## src/rtl/wp_ctrl_pkg.sv

```systemverilog
package wp_ctrl_pkg;
    localparam int SR_W      = 8;
    localparam int BIT_WPEN  = 7;
    localparam int BIT_BP1   = 3;
    localparam int BIT_BP0   = 2;
    localparam int BIT_WEL   = 1;

    typedef enum logic {
        WEL_OFF = 1'b0,
        WEL_ON  = 1'b1
    } wel_state_t;

    typedef struct packed {
        logic       wpen;
        logic [1:0] bp;
    } prot_bits_t;
endpackage

```

## src/rtl/wp_wel_fsm.sv

```systemverilog
module wp_wel_fsm
    import wp_ctrl_pkg::*;
(
    input  logic clk,
    input  logic rst_n,
    input  logic set_i,
    input  logic clr_i,
    output logic wel_o
);
    wel_state_t state_q, state_d;

    always_ff @(posedge clk or negedge rst_n) begin
        if (!rst_n) state_q <= WEL_OFF;
        else        state_q <= state_d;
    end

    always_comb begin
        state_d = state_q;
        unique case (state_q)
            WEL_OFF: if (set_i && !clr_i) state_d = WEL_ON;
            WEL_ON:  if (clr_i)           state_d = WEL_OFF;
            default: state_d = WEL_OFF;
        endcase
    end

    always_comb begin
        wel_o = (state_q == WEL_ON);
    end
endmodule

```

## src/rtl/wp_prot_regs.sv

```systemverilog
module wp_prot_regs
    import wp_ctrl_pkg::*;
#(
    parameter logic [2:0] PROT_INIT = 3'b000
) (
    input  logic            clk,
    input  logic            load_i,
    input  logic [SR_W-1:0] data_i,
    output prot_bits_t      prot_o
);
    prot_bits_t prot_q = prot_bits_t'(PROT_INIT);

    always_ff @(posedge clk) begin
        if (load_i) begin
            prot_q.wpen <= data_i[BIT_WPEN];
            prot_q.bp   <= {data_i[BIT_BP1], data_i[BIT_BP0]};
        end
    end

    assign prot_o = prot_q;
endmodule

```

## src/rtl/wp_range_chk.sv

```systemverilog
module wp_range_chk #(
    parameter int ADDR_W = 13
) (
    input  logic [1:0]        bp_i,
    input  logic [ADDR_W-1:0] addr_i,
    output logic              hit_o
);
    localparam int TOP = ADDR_W - 1;
    localparam int NXT = ADDR_W - 2;

    always_comb begin
        unique case (bp_i)
            2'b00: hit_o = 1'b0;
            2'b01: hit_o = addr_i[TOP] & addr_i[NXT];
            2'b10: hit_o = addr_i[TOP];
            2'b11: hit_o = 1'b1;
            default: hit_o = 1'b1;
        endcase
    end
endmodule

```

## src/rtl/wp_ctrl.sv

```systemverilog
module wp_ctrl
    import wp_ctrl_pkg::*;
#(
    parameter int         ADDR_W    = 13,
    parameter logic [2:0] PROT_INIT = 3'b000
) (
    input  logic              clk,
    input  logic              rst_n,
    input  logic              wel_set,
    input  logic              wel_clr,
    input  logic              sr_wr,
    input  logic [SR_W-1:0]   sr_wdata,
    input  logic              wp_n,
    input  logic [ADDR_W-1:0] mem_addr,
    output logic [SR_W-1:0]   sr_rdata,
    output logic              mem_wr_ok,
    output logic              sr_wr_ok
);
    logic       wel;
    logic       hit;
    logic       sr_load;
    prot_bits_t prot;

    wp_wel_fsm u_wel (
        .clk   (clk),
        .rst_n (rst_n),
        .set_i (wel_set),
        .clr_i (wel_clr),
        .wel_o (wel)
    );

    assign sr_load = sr_wr && sr_wr_ok;

    wp_prot_regs #(.PROT_INIT(PROT_INIT)) u_prot (
        .clk    (clk),
        .load_i (sr_load),
        .data_i (sr_wdata),
        .prot_o (prot)
    );

    wp_range_chk #(.ADDR_W(ADDR_W)) u_range (
        .bp_i   (prot.bp),
        .addr_i (mem_addr),
        .hit_o  (hit)
    );

    always_comb begin
        sr_rdata           = '0;
        sr_rdata[BIT_WPEN] = prot.wpen;
        sr_rdata[BIT_BP1]  = prot.bp[1];
        sr_rdata[BIT_BP0]  = prot.bp[0];
        sr_rdata[BIT_WEL]  = wel;
        mem_wr_ok          = wel && !hit;
        sr_wr_ok           = wel && !(prot.wpen && !wp_n);
    end
endmodule

```

## config.mk

```make
export PLATFORM = sky130hd
export DESIGN_NAME = wp_ctrl
export DESIGN_NICKNAME = d
export VERILOG_FILES = /design/src/rtl/wp_ctrl_pkg.sv /design/src/rtl/wp_wel_fsm.sv /design/src/rtl/wp_prot_regs.sv /design/src/rtl/wp_range_chk.sv /design/src/rtl/wp_ctrl.sv
export SDC_FILE = /design/constraint.sdc
export NUM_CORES = 1
export LEC_CHECK = 0
export BUFFER_PORTS_ARGS = -buffer_cell sky130_fd_sc_hd__buf_2
export CAP_MARGIN = 5
export CORE_AREA = 3 3 40 42
export DETAILED_ROUTE_END_ITERATION = 10
export DIE_AREA = 0 0 43 45
export PLACE_DENSITY = 0.49
export REMOVE_ABC_BUFFERS = 1
export SETUP_SLACK_MARGIN = 0.5
export SYNTH_ARGS = -nofsm -noshare
export SYNTH_HDL_FRONTEND = slang
export SYNTH_SLANG_ARGS = --single-unit
```

## constraint.sdc

```tcl
create_clock -name clk -period 1.6 [get_ports clk]
set_clock_uncertainty 0.2 [all_clocks]
set_input_delay 0.32 -clock clk [delete_from_list [all_inputs] [get_ports clk]]
set_output_delay 0.32 -clock clk [all_outputs]
set_load 0.005 [all_outputs]
```

# After elaboration in Yosys (flattened, before gate mapping)
# Cells that the tools add are included.
[word_totals]
regBits = 4
wordCells = 22
input_bits = 27
[classes]
mux = 4
eq_ne = 3
bitwise = 2
reduce_logical = 10
[op_table]
columns = ["op", "n"]
rows = [
  ["$logic_and 1x1->1", 5],
  ["$eq 2x2->1 const B", 2],
  ["$logic_not 1->1", 4],
  ["$pmux 1 s4", 1],
  ["$eq 2x1->1 const B", 1],
  ["$logic_not 2->1", 1],
  ["$mux 1", 2],
  ["$pmux 1 s2", 1],
  ["$and 1x1->1", 1],
  ["$not 1->1", 1],
]

# Depth between registers and ports, before layout
# Gate-level depths: netlist of the first run.
[depth]
depth_word = 5
mapped_depth = 2
mapped_depth_nobuf = 2

# Hierarchy
# Synthesis of the first run repeated with hierarchy kept, for this count alone.
[unflattened]
cells_unflattened = 18
hier_area_um2 = 205.2
[by_module_without_submodules]
columns = ["module", "seq_area_each_um2", "instances", "area_per_inst_um2", "cells_each"]
rows = [
  ["wp_prot_regs", 90.1, 1, 90.1, 3],
  ["wp_ctrl", 0.0, 1, 66.3, 10],
  ["wp_wel_fsm", 25.0, 1, 35.0, 2],
  ["wp_range_chk", 0.0, 1, 13.8, 3],
]

# Least setup slack after synthesis of the first run
# No wires, ideal clock.
[synth_path]
path_kind = "register to output"
start = "reg u_prot.prot_q, in the netlist u_prot.prot_o[0]"
end = "out mem_wr_ok"
arrival_ns = 0.836
path_slack_ns = 0.244
path_buffers = 0
required_time_ns = 1.080
path_stages_with_launch = 3
cell_sequence = "edfxtp_1 > a21o_1 > a221oi_2"
[synth_between]
elab_chain_len = 4
[synth_rtl]
columns = ["element", "line", "text"]
rows = [
  ["start: declaration", "wp_prot_regs.sv:11", "prot_bits_t prot_q = prot_bits_t'(PROT_INIT);"],
  ["$eq 2x2->1 (tied with other cells)", "wp_range_chk.sv:12", "unique case (bp_i)"],
  ["$pmux 1 s4 (*)", "wp_range_chk.sv:12", ""],
  ["$logic_not 1->1 (*)", "wp_ctrl.sv:53", "mem_wr_ok = wel && !hit;"],
  ["$logic_and 1x1->1 (*)", "wp_ctrl.sv:53", ""],
  ["end: declaration", "wp_ctrl.sv:16", "output logic mem_wr_ok,"],
]
# Every way passes the cells marked *; elsewhere a longest branch is shown, timed or not.

# Final worst setup path of the first run
# Ends and elaborated chain as after synthesis.

==> flow_summary_export.csv, run 1 <==
group,metric,value,unit
status,outcome,"finished, violations left",
status,violations,"negative setup slack",
synthesis,postSynthAreaPerCell,11.1,µm²
cts,clk_pin_slew,40,ps
place,finalWeightedCongestion,0.680,
drt,drt_iter0_markers,0,
cts,cts_tree,"done",
cts,clock_path_buffers,2,
synthesis,netlist_instances,19,
cts,clkLatencyLatePin,240,ps
power_and_ir_drop,vdd_drop_max,327,µV
cts,root_buffer,"clkbuf_4",
floorplan,start_util,16.4,%
grt,antenna_found_initial,0,
cts,htreeDepth,1,
drt,drc,0,
place,port_buffers,16,
cts,cts_sinks,4,
timing,slew_viol_final,0,
floorplan,coreArea,1280,µm²
drt,finalWirelength,529,µm
critical_path,max_stage_delay,410,ps
critical_path,cp_cell_sequence,"a21o_1 -> a221oi_2 -> buf_2",
synthesis,synth.area.top_cells,"edfxtp_1, buf_4, dfrtp_1",
grt,grt_pass1_vias,206,
drt,avgRoutedWirePerCell,9.12,µm
synthesis,syn_area,210,µm²
min_path,hold_class,"primary input to register",
synthesis,synth_seq_cells,4,
critical_path,reg2reg_depth,3,
critical_path,startpoint,"u_prot.prot_o[0]$_DFFE_PP_",
floorplan,io_pins,37,
job,drv_cap,0,
grt,grt_pass1_wl,814,µm
final_layout,drive_gt1_share,65.1,%
floorplan,die_width,43,µm
grt,grtUsageTotal,6.04,%
timing,finalHoldViolCount,0,
drt,drt-vias-per-instance,3.53,
critical_path,worstSetupEndpoint,"mem_wr_ok",
critical_path,critPathCaptureType,"output port",
synthesis,yosysWarnings,0,
floorplan,die_h,45,µm
timing,setup_viol,1,
synthesis,yosysTopAreaCell,"edfxtp_1",
floorplan,rows,13,
synthesis,synth.distinct_cells,10,
place,dp_hpwl,408,µm
critical_path,cp_slowest_cell,"edfxtp_1",
power_and_ir_drop,powerDensity,801,nW/µm²
critical_path,cp.arrival,1180,ps
timing,fmax,589,MHz
critical_path,r2r-start,"u_prot.prot_o[2]$_DFFE_PP_",
critical_path,critical_path_class,"register to output port",
synthesis,netlist.area_leader.share,42.9,%
timing,setup_tns,-97.9,ps
power_and_ir_drop,leakage,0.000199,µW
grt,grt_max_degree,4,
timing,min_period,1700,ps
place,pre_cts_ws,134,ps
synthesis,seq_area_frac_synth,54.8,%
cts,numCtsBuffers,3,
timing,rsz0062_at_grt,"true",
grt,overflow,0,
critical_path,setup.worst_path.start_class,"register",
floorplan,die-area,1940,µm²
critical_path,rrSetupSlack,240,ps
final_layout,final_nets,71,
critical_path,required,1080,ps
final_layout,diodes,0,
timing,fin_ws,-97.9,ps
final_layout,syn2layout_area_growth,83.3,%
drt,via_count,205,
drt,drtAntennaViolNets,0,
timing,timing.final.crit_share,106,%
drt,first_pass_iters,1,
critical_path,path_max_fanout,3,
critical_path,r2r-end,"u_prot.prot_o[0]$_DFFE_PP_",
[Yosys cell counts]
cell / instances
dfrtp_1: 1
edfxtp_1: 3
conb_1: 1
a211oi_1: 1
a221oi_2: 1
a21oi_1: 1
inv_1: 3
nor2_1: 2
a21o_1: 1
buf_4: 5
[layout by cell type (no fill, tap or decap)]
cell	netlist	layout
a211oi_2	0	1
a21o_1	1	1
a21oi_2	0	1
a221oi_2	1	1
buf_2	0	14
buf_4	5	3
buf_6	0	4
clkbuf_1	0	1
clkbuf_4	0	3
conb_1	1	4
dfrtp_1	1	1
dlygate4sd3_1	0	1
edfxtp_1	3	3
inv_1	3	2
inv_2	0	1
nor2_1	2	2
[worst max-delay path, delay by kind of cell, from the launching register on]
kind / cells / cell delay, ps
DFF: 1 / 410
AOI/OAI and AO/OA: 2 / 390
buffers and inverters: 1 / 140
[state kept, by name, indices dropped and copies added, names as in the netlist]
register,cells
u_prot.prot_o,3
u_wel.wel_o,1
[through the flow]
| stage | util [%] | cell area (µm²) | cells | hold WS (ps) | total power [µW] |
|---|---|---|---|---|---|
| 2_1_floorplan | - | 184 | 17 | -176 | 134 |
| 3_3_place_gp | 22.6 | 290 | 49 | -105 | 156 |
| 3_5_place_dp | 22.6 | 290 | 49 | -104 | 156 |
| 4_1_cts | 28.8 | 370 | 56 | 23.1 | 316 |
| 5_1_grt | 30.0 | 385 | 58 | 41.3 | 332 |
| 6_report | 30.0 | 385 | 58 | 33.6 | 309 |
[layer usage]
layer	part of all wire [%]	vias to the layer above	track usage (%)
met5	0	-	0
met4	0	0	7.23
met3	15	0	1.99
met2	38	17	5.99
met1	47	86	8.60
li1	-	102	-
[cell type report]
type	count	area, µm²
Inverter	3	11.3
Sequential cell	4	115
Timing Repair Buffer	22	148
Fill cell	142	900
Multi-Input combinational cell	10	66.3
Tap cell	15	18.8
Clock buffer	4	26.3
[cell families (layout without fill, tap and decap cells)]
group,count (synthesis),after routing,share of synthesized area [%]
buffers and inverters,8,29,23.2
AO/OA/AOI/OAI,4,4,16.7
flip-flops,4,4,54.8
AND/OR/NAND/NOR,2,2,3.57
other,1,4,1.78
[report_power, final]
part	total [µW]	internal [µW]	leakage, µW	switching, µW
combinational	49.4	29.5	0.000144	20.0
sequential	121	117	0.0000400	3.29
clock	139	93.8	0.0000150	45.0
[what timing repair did]
action                     CTS  global route
buffers inserted             2             2
gates resized for setup      7             0
setup endpoints to repair    9             9
hold buffers                 1             0
pin swaps                    1             1
hold endpoints to repair     1             0
[worst min path at each step]
stage                  from                    end  slack [ps]  depth (start not counted)
floorplan             rst_n  u_wel.wel_o$_DFF_PN0_        -180                          0
global placement      rst_n  u_wel.wel_o$_DFF_PN0_        -100                          1
detailed placement    rst_n  u_wel.wel_o$_DFF_PN0_        -100                          1
CTS                 wel_clr  u_wel.wel_o$_DFF_PN0_          20                          2
global route        wel_clr  u_wel.wel_o$_DFF_PN0_          40                          2
finish              wel_clr  u_wel.wel_o$_DFF_PN0_          30                          2
(Power assumes the default switching activity.)
==> run 2, diff against run 1 <==
--- a/config.mk
+++ b/config.mk
@@ -10,6 +10,7 @@
 export CORE_AREA = 3 3 40 42
 export DETAILED_ROUTE_END_ITERATION = 10
 export DIE_AREA = 0 0 43 45
+export HOLD_SLACK_MARGIN = 0.1
 export PLACE_DENSITY = 0.49
 export REMOVE_ABC_BUFFERS = 1
 export SETUP_SLACK_MARGIN = 0.5
==> run 2 against run 1 <==
Effect of this change:
- the run still ends with negative setup slack left
- non-clock buffer count is 1 higher
- core utilization rose by 0.97 points
- critical path type unchanged
- critical path depth is the same
- die area stayed put
- worst hold slack better by 25 ps
- setup slack barely moved
- flip-flop and latch count did not move
- clock-buffer cell count is the same
- register-to-register slack about the same
- fmax is essentially flat
- sequential power about the same
==> flow_summary_export.csv, run 2 (same netlist as run 1, synthesis figures left out) <==
group,metric,value,unit
status,outcome,"finished, violations left",
status,violations,"negative setup slack",
power_and_ir_drop,powerDensity,782,nW/µm²
critical_path,path_buf_inv,1,
final_layout,final_nets,72,
grt,overflow,0,
power_and_ir_drop,pwr-share-seq,38.8,%
final_layout,drive_gt1_share,63.6,%
job,drv_cap,0,
min_path,hold_class,"primary input to register",
timing,rsz0062_at_grt,"true",
final_layout,post-route-cell-area,398,µm²
floorplan,rows,13,
grt,antenna_found_initial,0,
timing,min_period,1700,ps
timing,fin_ws,-98.0,ps
critical_path,path_max_fanout,3,
final_layout,mostFrequentLayoutCells,"buf_2, conb_1, buf_6",
power_and_ir_drop,p_int,243,µW
critical_path,cp_slowest_cell,"edfxtp_1",
critical_path,r2r-start,"u_prot.prot_o[2]$_DFFE_PP_",
critical_path,worstSetupEndpoint,"mem_wr_ok",
critical_path,startpoint,"u_prot.prot_o[0]$_DFFE_PP_",
grt,grt_pass1_vias,212,
grt,grt_max_degree,4,
timing,setup_viol,1,
drt,drtAntennaViolNets,0,
critical_path,critical_path_class,"register to output port",
critical_path,cp.arrival,1180,ps
drt,dr_wl_met3,83,µm
cts,holdBufCountCts,2,
timing,slew_viol_final,0,
cts,numCtsBuffers,3,
cts,clock_path_buffers,2,
final_layout,syn2layout_area_growth,89.3,%
place,port_buffers,16,
power_and_ir_drop,leakage,0.000212,µW
timing,timing.final.crit_share,106,%
place,finalWeightedCongestion,0.680,
critical_path,required,1080,ps
cts,htreeDepth,1,
cts,clkLatencyLatePin,240,ps
critical_path,reg2reg_depth,3,
drt,first_pass_iters,1,
power_and_ir_drop,p_clk_share,44.7,%
critical_path,setup.worst_path.start_class,"register",
cts,cts_sinks,4,
final_layout,finalNonFillerCells,59,
final_layout,diodes,0,
cts,cts_tree,"done",
grt,grt_pass1_wl,821,µm
place,postPlaceCellArea,290,µm²
drt,avgRoutedWirePerCell,8.95,µm
floorplan,die-area,1940,µm²
place,dp_hpwl,408,µm
critical_path,critPathCaptureType,"output port",
floorplan,io_pins,37,
drt,routed-wl-met2,203,µm
floorplan,die_h,45,µm
drt,wirelength_met1,242,µm
critical_path,max_stage_delay,410,ps
final_layout,nFillCells,139,
drt,route.top_layer_used,"met3",
critical_path,r2r-end,"u_prot.prot_o[0]$_DFFE_PP_",
floorplan,coreArea,1280,µm²
drt,drt_iter0_markers,0,
drt,finalWirelength,528,µm
final_layout,largest_register_ffs,3,
critical_path,path_depth,3,
critical_path,cp_cell_sequence,"a21o_1 -> a221oi_2 -> buf_2",
timing,finalHoldViolCount,0,
cts,clk_pin_slew,40,ps
timing,fmax,589,MHz
floorplan,start_util,16.4,%
critical_path,rrSetupSlack,240,ps
final_layout,layout_commonest_cell,"buf_2",
power_and_ir_drop,p_comb_share,16.6,%
floorplan,die_width,43,µm
drt,drt-vias-per-instance,3.54,
critical_path,critPathTopFamily,"flip-flops",
power_and_ir_drop,switching_share,22.0,%
drt,via_count,209,
power_and_ir_drop,switchingPower,68.5,µW
grt,grtUsageTotal,6.04,%
power_and_ir_drop,vdd_drop_max,333,µV
place,place_inst,49,
drt,drc,0,
cts,root_buffer,"clkbuf_4",
[run 2: changes by cell type in the layout (fill, tap and decap cells not counted), sizes merged]
cell          before  now
dlymetal6s4s       0    1
[run 2: timing repair]
item	CTS	global route
buffers inserted	2	2
hold endpoints to repair	5	3
cloned	0	0
setup endpoints to repair	9	10
resized for setup	7	1
pin swaps	1	2
[run 2: how the worst min path moves through the flow]
stage,from,end,cells past startpoint
final,sr_wdata[7],u_prot.prot_o[2]$_DFFE_PP_,1
after global routing,sr_wdata[7],u_prot.prot_o[2]$_DFFE_PP_,1
after CTS,sr_wdata[7],u_prot.prot_o[2]$_DFFE_PP_,1
after detailed placement,rst_n,u_wel.wel_o$_DFF_PN0_,1
after global placement,rst_n,u_wel.wel_o$_DFF_PN0_,1
after floorplan,rst_n,u_wel.wel_o$_DFF_PN0_,0
[run 2: power by group through the flow]
stage	clock, µW	combinational, µW	sequential, µW
2_1_floorplan	0	11.3	122
3_3_place_gp	0	33.5	122
3_5_place_dp	0	33.9	122
4_1_cts	148	49.1	121
5_1_grt	156	57.3	121
6_report	139	51.6	121
[run 2: final cells by class]
type	count	area, µm²	area share [%]
repair buffers	23	160	40.3
flip-flops and latches	4	115	28.9
multi-input cells	10	66.3	16.7
clock buffers	4	26.3	6.60
well taps	15	18.8	4.72
inverters	3	11.3	2.83
[run 2: metrics by stage]
stage	total power [µW]	TNS [ps]	util, %	worst slack, ps	hold WS (ps)
3_5_place_dp	156	0	22.6	134	-104
3_3_place_gp	156	0	22.6	136	-105
2_1_floorplan	134	0	-	244	-176
5_1_grt	334	-183	31.0	-183	53.0
4_1_cts	318	-110	29.6	-110	48.5
6_report	311	-98.0	31.0	-98.0	58.6
[run 2: per-layer routing]
metal / global-route usage [%] / vias to the layer above
met5: 0 / -
met2: 5.99 / 17
met1: 8.60 / 88
met4: 7.23 / 0
met3: 1.99 / 0
li1: - / 104
